===== config.mk =====
export PLATFORM = sky130hd
export DESIGN_NAME = adc_ddr_capture
export DESIGN_NICKNAME = d
export VERILOG_FILES = /design/src/rtl/adc_cap_pkg.sv /design/src/rtl/ddr_phase_capture.sv /design/src/rtl/sample_weave.sv /design/src/rtl/ovf_status.sv /design/src/rtl/adc_ddr_capture.sv
export SDC_FILE = /design/constraint.sdc
export NUM_CORES = 1
export LEC_CHECK = 0
export ABC_AREA = 0
export ABC_CLOCK_PERIOD_IN_PS = 1600
export BUFFER_PORTS_ARGS = -buffer_cell sky130_fd_sc_hd__buf_2
export CAP_MARGIN = 20
export CORE_MARGIN = 1
export CORE_UTILIZATION = 54
export CTS_CLUSTER_DIAMETER = 30
export DETAILED_ROUTE_END_ITERATION = 8
export HOLD_SLACK_MARGIN = 0.12
export PLACE_DENSITY = 0.77
export SKIP_LAST_GASP = 1
export SLEW_MARGIN = 5
export SYNTH_ARGS = -nofsm -noshare
export SYNTH_HDL_FRONTEND = slang
export SYNTH_SLANG_ARGS = --single-unit
export TNS_END_PERCENT = 20

===== constraint.sdc =====
create_clock -name clk_i -period 1.6 [get_ports clk_i]
set_input_delay 0.32 -clock clk_i [delete_from_list [all_inputs] [get_ports clk_i]]
set_output_delay 0.32 -clock clk_i [all_outputs]
set_load 0.02 [all_outputs]

===== src/rtl/adc_cap_pkg.sv =====
package adc_cap_pkg;
  parameter int unsigned DEF_LANES = 8;

  typedef enum logic {
    ORD_NORMAL  = 1'b0,
    ORD_SWAPPED = 1'b1
  } byte_order_e;
endpackage


===== src/rtl/ddr_phase_capture.sv =====
module ddr_phase_capture #(
  parameter int unsigned LANES  = adc_cap_pkg::DEF_LANES,
  parameter int unsigned SIDE_W = 2
) (
  input  logic              clk_i,
  input  logic              rst_ni,
  input  logic [LANES-1:0]  lane_i,
  input  logic [SIDE_W-1:0] side_i,
  output logic [LANES-1:0]  rise_o,
  output logic [LANES-1:0]  fall_o,
  output logic [SIDE_W-1:0] side_o,
  output logic              seen_o
);
  logic [LANES-1:0] rise_q, fall_q;

  for (genvar g = 0; g < LANES; g++) begin : g_lane
    always_ff @(posedge clk_i or negedge rst_ni) begin
      if (!rst_ni) rise_q[g] <= 1'b0;
      else         rise_q[g] <= lane_i[g];
    end
    always_ff @(negedge clk_i or negedge rst_ni) begin
      if (!rst_ni) fall_q[g] <= 1'b0;
      else         fall_q[g] <= lane_i[g];
    end
  end

  // side-band bits travel with the rising byte
  always_ff @(posedge clk_i or negedge rst_ni) begin
    if (!rst_ni) begin
      side_o <= '0;
      seen_o <= 1'b0;
    end else begin
      side_o <= side_i;
      seen_o <= 1'b1;
    end
  end

  assign rise_o = rise_q;
  assign fall_o = fall_q;
endmodule


===== src/rtl/sample_weave.sv =====
module sample_weave #(
  parameter int unsigned LANES = adc_cap_pkg::DEF_LANES,
  localparam int unsigned SW   = 2 * LANES
) (
  input  logic             clk_i,
  input  logic             rst_ni,
  input  logic             load_i,
  input  logic [LANES-1:0] rise_i,
  input  logic [LANES-1:0] fall_i,
  input  adc_cap_pkg::byte_order_e order_i,
  input  logic             orng_i,
  output logic [SW-1:0]    sample_o,
  output logic             valid_o,
  output logic             orng_o
);
  import adc_cap_pkg::*;

  logic [LANES-1:0] odd_src, even_src;
  logic [SW-1:0]    woven;

  assign odd_src  = (order_i == ORD_SWAPPED) ? fall_i : rise_i;
  assign even_src = (order_i == ORD_SWAPPED) ? rise_i : fall_i;

  for (genvar g = 0; g < LANES; g++) begin : g_bit
    assign woven[2*g+1] = odd_src[g];
    assign woven[2*g]   = even_src[g];
  end

  always_ff @(posedge clk_i or negedge rst_ni) begin
    if (!rst_ni) begin
      sample_o <= '0;
      valid_o  <= 1'b0;
      orng_o   <= 1'b0;
    end else if (load_i) begin
      sample_o <= woven;
      valid_o  <= 1'b1;
      orng_o   <= orng_i;
    end
  end

  a_r5_valid_stays: assert property (@(posedge clk_i) disable iff (!rst_ni)
    valid_o |=> valid_o);
endmodule


===== src/rtl/ovf_status.sv =====
module ovf_status (
  input  logic clk_i,
  input  logic rst_ni,
  input  logic valid_i,
  input  logic rdy_i,
  input  logic clr_i,
  output logic ovf_o
);
  logic hit;
  assign hit = valid_i && !rdy_i;

  always_ff @(posedge clk_i or negedge rst_ni) begin
    if (!rst_ni)    ovf_o <= 1'b0;
    else if (hit)   ovf_o <= 1'b1;
    else if (clr_i) ovf_o <= 1'b0;
  end

  a_r7_ovf_set: assert property (@(posedge clk_i) disable iff (!rst_ni)
    (valid_i && !rdy_i) |=> ovf_o);
  a_r8_ovf_hold: assert property (@(posedge clk_i) disable iff (!rst_ni)
    (ovf_o && !clr_i) |=> ovf_o);
  a_r8_ovf_clear: assert property (@(posedge clk_i) disable iff (!rst_ni)
    (ovf_o && clr_i && rdy_i) |=> !ovf_o);
  a_r9_no_spurious: assert property (@(posedge clk_i) disable iff (!rst_ni)
    (!ovf_o && !(valid_i && !rdy_i)) |=> !ovf_o);
endmodule


===== src/rtl/adc_ddr_capture.sv =====
module adc_ddr_capture #(
  parameter int unsigned LANES = adc_cap_pkg::DEF_LANES,
  localparam int unsigned SW   = 2 * LANES
) (
  input  logic             clk_i,
  input  logic             rst_ni,
  input  logic [LANES-1:0] lane_i,
  input  logic             orng_i,
  input  logic             swap_i,
  input  logic             rdy_i,
  input  logic             ovf_clr_i,
  output logic [SW-1:0]    sample_o,
  output logic             valid_o,
  output logic             orng_o,
  output logic             ovf_o
);
  import adc_cap_pkg::*;

  logic [LANES-1:0] rise_b, fall_b;
  logic [1:0]       side_b;
  logic             seen_b;
  byte_order_e      order_b;

  ddr_phase_capture #(.LANES(LANES), .SIDE_W(2)) i_cap (
    .clk_i  (clk_i),
    .rst_ni (rst_ni),
    .lane_i (lane_i),
    .side_i ({swap_i, orng_i}),
    .rise_o (rise_b),
    .fall_o (fall_b),
    .side_o (side_b),
    .seen_o (seen_b)
  );

  assign order_b = side_b[1] ? ORD_SWAPPED : ORD_NORMAL;

  sample_weave #(.LANES(LANES)) i_weave (
    .clk_i    (clk_i),
    .rst_ni   (rst_ni),
    .load_i   (seen_b),
    .rise_i   (rise_b),
    .fall_i   (fall_b),
    .order_i  (order_b),
    .orng_i   (side_b[0]),
    .sample_o (sample_o),
    .valid_o  (valid_o),
    .orng_o   (orng_o)
  );

  ovf_status i_ovf (
    .clk_i   (clk_i),
    .rst_ni  (rst_ni),
    .valid_i (valid_o),
    .rdy_i   (rdy_i),
    .clr_i   (ovf_clr_i),
    .ovf_o   (ovf_o)
  );

  logic [LANES-1:0] odd_w, even_w;
  always_comb begin
    for (int i = 0; i < LANES; i++) begin
      odd_w[i]  = sample_o[2*i+1];
      even_w[i] = sample_o[2*i];
    end
  end

  a_r2_odd_from_rise: assert property (@(posedge clk_i) disable iff (!rst_ni)
    (valid_o && !$past(swap_i, 2)) |-> (odd_w == $past(lane_i, 2)));
  a_r3_even_from_rise: assert property (@(posedge clk_i) disable iff (!rst_ni)
    (valid_o && $past(swap_i, 2)) |-> (even_w == $past(lane_i, 2)));
  a_r6_orng_aligned: assert property (@(posedge clk_i) disable iff (!rst_ni)
    valid_o |-> (orng_o == $past(orng_i, 2)));
endmodule


---- Word level (Yosys, flattened, before mapping) ----
Index checks and enable logic that the tools add are counted.
cells by class
  add/subtract/negate cells ............... 0
  multiply operators ...................... 0
  div/mod/pow operators ................... 0
  magnitude comparators ................... 0
  equality and inequality tests ........... 0
  shift-type cells ........................ 0
  mux-type cells .......................... 5
  bitwise gates (word level) .............. 0
  reduce and logical (&&, ||, !) cells .... 3
operators by type and width
  operator           count
  $mux 8             2
  $mux 1             3
  $reduce_bool 2->1  1
  $logic_and 1x1->1  1
  $logic_not 1->1    1
word-level totals
  register bits after elaboration ......... 38
  bits in latches ......................... 0
  bits in writable memories ............... 0
  bits in read-only memories .............. 0
  input bits .............................. 14
  output and inout bits ................... 19
  word-level logic and storage cells ...... 30
  memories ................................ 0

---- Depth between registers and ports, before layout ----
Gate-level depths: netlist (run 1).
  depth in word-level cells ............... 3
  mapped depth ............................ 4
  mapped depth without buffers ............ 2

---- By module ----
A second synthesis (run 1) with hierarchy kept.
unflattened totals
  cell total of the unflattened synthesis .. 98
  area, all modules ....................... 1342.5 µm²
modules (own cells, without submodules)
  module             times used  cells each  area each (µm²)  seq. area each (µm²)
  sample_weave       1           74          818.3            450.4
  ddr_phase_capture  1           20          479.2            475.5
  ovf_status         1           4           45.0             25.0

==> results.cfg, run 1 <==
[worst_setup_path]
critPathBufInv = 2
startpoint = lane_i[5]
crit_required_ns = 0.99
r2r-end = i_weave.sample_o[1]
path_cells = dlygate4sd3_1, buf_2
r2r_start = i_cap.fall_o[0]
critPathTopFamily = buffers and inverters
reg2regPathDepth = 2
crit_fanout = 2
cp-start-kind = primary input
critical_path_class = in2reg
rrSetupSlack_ns = 0.07
worstPathArrival_ns = 0.99
cp_slowest_cell = dlygate4sd3_1
cp-end-kind = register
max_stage_delay_ns = 0.54

[synthesis]
synth_common_cells = 30 x dfrtp_1, 16 x a21oi_1, 16 x mux2i_1, 16 x nor2_1, 8 x dfrtn_1
synthMostInstantiatedCell = dfrtp_1
postSynthCellCount = 98
synth_edf_count = 0
avgSynthCellArea_um2 = 13.6
ys_seq_area_frac = 0.712
synth_cell_types = 14
syn_nets = 112
ys_ff_latch = 38
synth_top_area_cell = dfrtp_1
synth.area.top_cells = dfrtp_1 56%, dfrtn_1 15%, mux2i_1 12%
ys.flop_type = dfrtp_1
async_reset_ff_frac = 1.00
syn_area_mm2 = 0.00134
yosys.area.top_type_share = 0.562
yosysWarnings = 0

[clocking]
postCtsSetupBuffers = 0
htreeDepth = 2
cts_tree = yes
clk_pin_slew_worst_paths_ns = 0.11
cts_resized = 0
cts_root_buffer = clkbuf_4
cts_made_buffers = 5
clock_path_buffers = 2
cts.sinks = 38
clk_latency_ns = 0.34

[floorplan]
core_mm2 = 0.00228
fp.dieH_um = 51.7
die_x_um = 51.7
start_util = 0.587
num_io_pins = 33
die-area_mm2 = 0.00268
rows = 17

[power]
peakVddDrop_mv = 0.881
combPwrFrac = 0.143
sequentialPowerShare = 0.580
clkPwrFrac = 0.277
p_sw_mw = 0.488
powerDensity_mw_per_mm2 = 1080
p_sw_frac = 0.265
power.leakage_nw = 0.838
intPower_mw = 1.36

[cells_and_area]
multiInputGateArea_um2 = 328
nNetsFinal = 163
fill_cells = 172
seq_area_um2 = 951
design_area_mm2 = 0.00170
area_growth_pct = 27.5
antenna_cells = 0
drive_gt1_frac = 0.320

[routing]
avgRoutedWirePerCell_um = 12.8
drtIter0Drc = 6
routed_wl_um = 2280
first_pass_iters = 4
via_count = 868
route.detailed.drc = 0
antenna_left = 0
viasPerCell = 4.88

[timing]
hold_ws_ns = 0.159
worst_clock_skew_ns = 0.0118
timing_hold_violations_final = 0
layout_setup_ws_ns = -0.00730
setup_viol_count_final = 1
drv_slew = 0
rsz0062_at_grt = no

[placement]
place_area_mm2 = 0.00153
gp_congestion = 0.656
dpl.hpwl_um = 1520
portBuffers = 32

[global_routing]
grt_pass1_wl_um = 3820
grt_max_degree = 22
antenna_found_initial = 0
grt_util_met2 = 0.351
met1_usage = 0.241
grt-busiest-layer = met2
grt-ovfl-total = 0
grt_use_total = 0.217
use_met3 = 0.0877
first_global_vias = 860

[outcome]
violations = negative setup slack
status = complete, but fails checks

[worst_hold_path]
hold_class = in2reg
hp-start = rdy_i
hold_path_end = i_ovf.ovf_o
whs_path_depth = 2

[job]
cap_violations = 0
[placed cells by master, fill, tap and decap left out, types with 2 or more instances in the layout]
master / n
a21oi_1: 16
nor2_1: 16
dfrtn_1: 8
buf_2: 32
buf_4: 7
clkbuf_4: 5
inv_1: 2
dfrtp_1: 30
mux2i_1: 16
dlygate4sd3_1: 11
[power groups by stage]
| stage | Combinational (mW) | Clock, mW | Sequential, mW |
|---|---|---|---|
| after floorplan | 0.0876 | 0 | 1.14 |
| after global placement | 0.238 | 0 | 1.09 |
| after detailed placement | 0.246 | 0 | 1.09 |
| after global routing | 0.290 | 0.570 | 1.08 |
| after CTS | 0.267 | 0.526 | 1.07 |
| final | 0.264 | 0.511 | 1.07 |
[worst reg2reg max path, delay by kind of cell (launching register included)]
kind,cells,cell delay (ns)
compound gates,1,0.18
flops,1,0.42
mux,1,0.07
[final cells by class]
class,instances,share of cell area
clock buffer,7,0.0323
clock inverter,1,0.00294
inverter,2,0.00441
multi-input combinational,52,0.192
sequential,38,0.558
tap,28,0.0206
timing repair buffer,50,0.189
[per-layer routing]
layer / wire length, um / part of all wire / vias up
met3: 99 / 0.043 / 5
met5: 0 / 0 / -
met1: 972 / 0.43 / 415
met4: 48 / 0.021 / 0
li1: - / - / 428
met2: 1160 / 0.51 / 20
[metrics by stage]
stage	setup WS, ns	power (mW)	setup TNS (ns)	utilization	std cells
2_1_floorplan	0.159	1.23	0	-	98
3_3_place_gp	0.132	1.32	0	0.674	159
3_5_place_dp	0.0655	1.34	0	0.674	159
4_1_cts	0.00427	1.86	0	0.749	178
5_1_grt	0.00403	1.94	0	0.749	178
6_report	-0.00730	1.85	-0.00730	0.749	178
[registers in the layout, summed over array words and instances (netlist names)]
name,flops
i_weave.sample_o,16
i_cap.fall_o,8
i_cap.rise_o,8
i_cap.side_o,2
i_cap.seen_o,1
i_ovf.ovf_o,1
i_weave.orng_o,1
i_weave.valid_o,1
[kinds of logic after synthesis]
kind of cell	share of synthesized area
and+or+nand+nor	0.0496
DFF	0.712
AOI/OAI and AO/OA	0.0646
other	0.00281
buffers and inverters	0.0431
muxes	0.128
[timing repair]
action	in CTS	in global routing
hold endpoints to repair	15	0
endpoints found under the setup margin	0	0
hold buffers	11	0
[worst max-delay path by stage]
stage / to / slack [ns] / cells past startpoint
after floorplan: i_weave.sample_o[1] / 0.16 / 2
after global placement: i_weave.sample_o[9] / 0.13 / 2
after detailed placement: i_weave.sample_o[1] / 0.07 / 2
after CTS: i_cap.fall_o[0] / 0.004 / 2
after global routing: i_cap.fall_o[0] / 0.004 / 2
final: i_cap.fall_o[5] / -0.007 / 2
(Power assumes the default switching activity.)
==> run 2: changes to the inputs <==
- ABC_CLOCK_PERIOD_IN_PS: 1600 -> 2000
- CORE_UTILIZATION: 54 -> 48
- PLACE_DENSITY: 0.77 -> 0.69
- REMOVE_ABC_BUFFERS: default -> 1
- clock period: 1.6 -> 2 ns (I/O delays scaled with it)
==> run 2 against run 1 <==
  * The flow now finishes without violations
  * Global-route usage shrank 4.1 points
  * Clock skew grew 0.0048 ns
  * Sequential cell count is the same
  * Final area shrank 4.3%
  * Clock power grew 4%
  * Worst setup slack gained 0.21 ns
  * Register-to-register slack gained 0.21 ns
  * Routed wire length shrank 5.6%
  * Largest cell class unchanged
  * Largest power group unchanged
  * Highest routed layer unchanged
==> results.cfg, run 2 (same netlist as run 1, synthesis figures left out) <==
[clocking]
postCtsSetupBuffers = 0
htreeDepth = 2
clk_latency_ns = 0.34
cts_root_buffer = clkbuf_4
clock_path_buffers = 2
holdBufCountCts = 1
cts.sinks = 38
clk_pin_slew_worst_paths_ns = 0.11
cts_resized = 0
cts_made_buffers = 5
cts_tree = yes

[cells_and_area]
final_cell_count_no_fill = 170
layout_common_cells = 32 x buf_2, 30 x dfrtp_1, 16 x mux2i_1, 16 x nor2_1, 16 x a21oi_1
antenna_cells = 0
drive_gt1_frac = 0.343
area_growth_pct = 22.1
largest-register = i_weave.sample_o
largest_register_ff_count = 16
layout_commonest_cell = buf_2
nNetsFinal = 153

[worst_setup_path]
cp_slowest_cell = dlygate4sd3_1
cp-start-kind = primary input
critical_path_class = in2async
path_cells = dlygate4sd3_1, buf_2
worstPathArrival_ns = 1.33
crit_required_ns = 1.53
reg2regPathDepth = 2
cp_num_cells = 2
crit_end = i_cap.fall_o[5]
critPathBufInv = 2
crit_fanout = 22
r2r-end = i_weave.sample_o[11]
critPathTopFamily = buffers and inverters
max_stage_delay_ns = 0.52
r2r_start = i_cap.fall_o[5]
rrSetupSlack_ns = 0.28
startpoint = rst_ni
cp-end-kind = asynchronous set/reset pin

[floorplan]
rows = 18
fp.dieH_um = 54.8
num_io_pins = 33
die-area_mm2 = 0.00300
core_mm2 = 0.00254
start_util = 0.525
die_x_um = 54.8

[routing]
route.detailed.drc = 0
viasPerCell = 4.96
via_count = 844
first_pass_iters = 4
antenna_left = 0
drtIter0Drc = 12
routed_wl_um = 2150
avgRoutedWirePerCell_um = 12.6

[global_routing]
first_global_vias = 786
grt-ovfl-total = 0
grt_pass1_wl_um = 3410
antenna_found_initial = 0
grt_max_degree = 23
grt_use_total = 0.175

[timing]
setup_viol_count_final = 0
drv_slew = 0
worst_clock_skew_ns = 0.0166
fin_setup_tns_ns = 0
worst_pin_slew_ns = 0.552
rsz0062_at_grt = no
slew_headroom = 0.632
timing_hold_violations_final = 0

[power]
powerDensity_mw_per_mm2 = 970
power.leakage_nw = 0.807
sequentialPowerShare = 0.543
intPower_mw = 1.20
clkPwrFrac = 0.335
peakVddDrop_mv = 1.15
combPwrFrac = 0.122
p_sw_frac = 0.241
p_sw_mw = 0.381

[placement]
portBuffers = 32
dp_cells = 161
gp_congestion = 0.728
dpl.hpwl_um = 1520

[worst_hold_path]
hp-start = orng_i
hold_class = in2reg

[outcome]
status = completed

[job]
cap_violations = 0
==> run 2: final cells by class <==
cell class / count / area (um^2)
sequential: 38 / 951
tap: 30 / 37.5
multi-input combinational: 52 / 328
fill: 208 / 913
clock inverter: 1 / 30.0
clock buffer: 7 / 55.1
inverter: 2 / 7.51
timing repair buffer: 40 / 223
==> run 2: worst min path at each step <==
| stage | to | slack, ns | cells after the start |
|---|---|---|---|
| final | i_cap.side_o[0] | 0.16 | 1 |
| after global routing | i_cap.side_o[0] | 0.13 | 1 |
| after CTS | i_cap.side_o[0] | 0.14 | 1 |
| after detailed placement | i_weave.sample_o[11] | 0.38 | 1 |
| after global placement | i_weave.sample_o[2] | 0.38 | 1 |
| after floorplan | i_cap.rise_o[0] | 0.10 | 0 |
==> run 2: layer usage <==
layer / vias up / part of all wire / GRT usage
li1: 408 / - / -
met1: 407 / 0.43 / 0.211
met2: 24 / 0.49 / 0.271
met3: 5 / 0.058 / 0.0667
met4: 0 / 0.019 / 0.0897
met5: - / 0 / 0
==> run 2: power groups by stage <==
stage / Sequential [mW] / Clock [mW] / Combinational, mW
after global routing: 0.869 / 0.577 / 0.218
after CTS: 0.860 / 0.545 / 0.197
after floorplan: 0.927 / 0 / 0.0478
final: 0.859 / 0.530 / 0.193
after global placement: 0.871 / 0 / 0.189
after detailed placement: 0.874 / 0 / 0.195
==> run 2: metrics by stage <==
stage	util	worst slack, ns	hold slack [ns]	total power, mW	instance area [um^2]
final	0.641	0.201	0.161	1.58	1630
after global routing	0.641	0.106	0.132	1.66	1630
after CTS	0.641	0.178	0.145	1.60	1630
after detailed placement	0.604	0.270	0.380	1.07	1540
after global placement	0.604	0.315	0.376	1.06	1540
after floorplan	-	0.332	0.104	0.975	1290
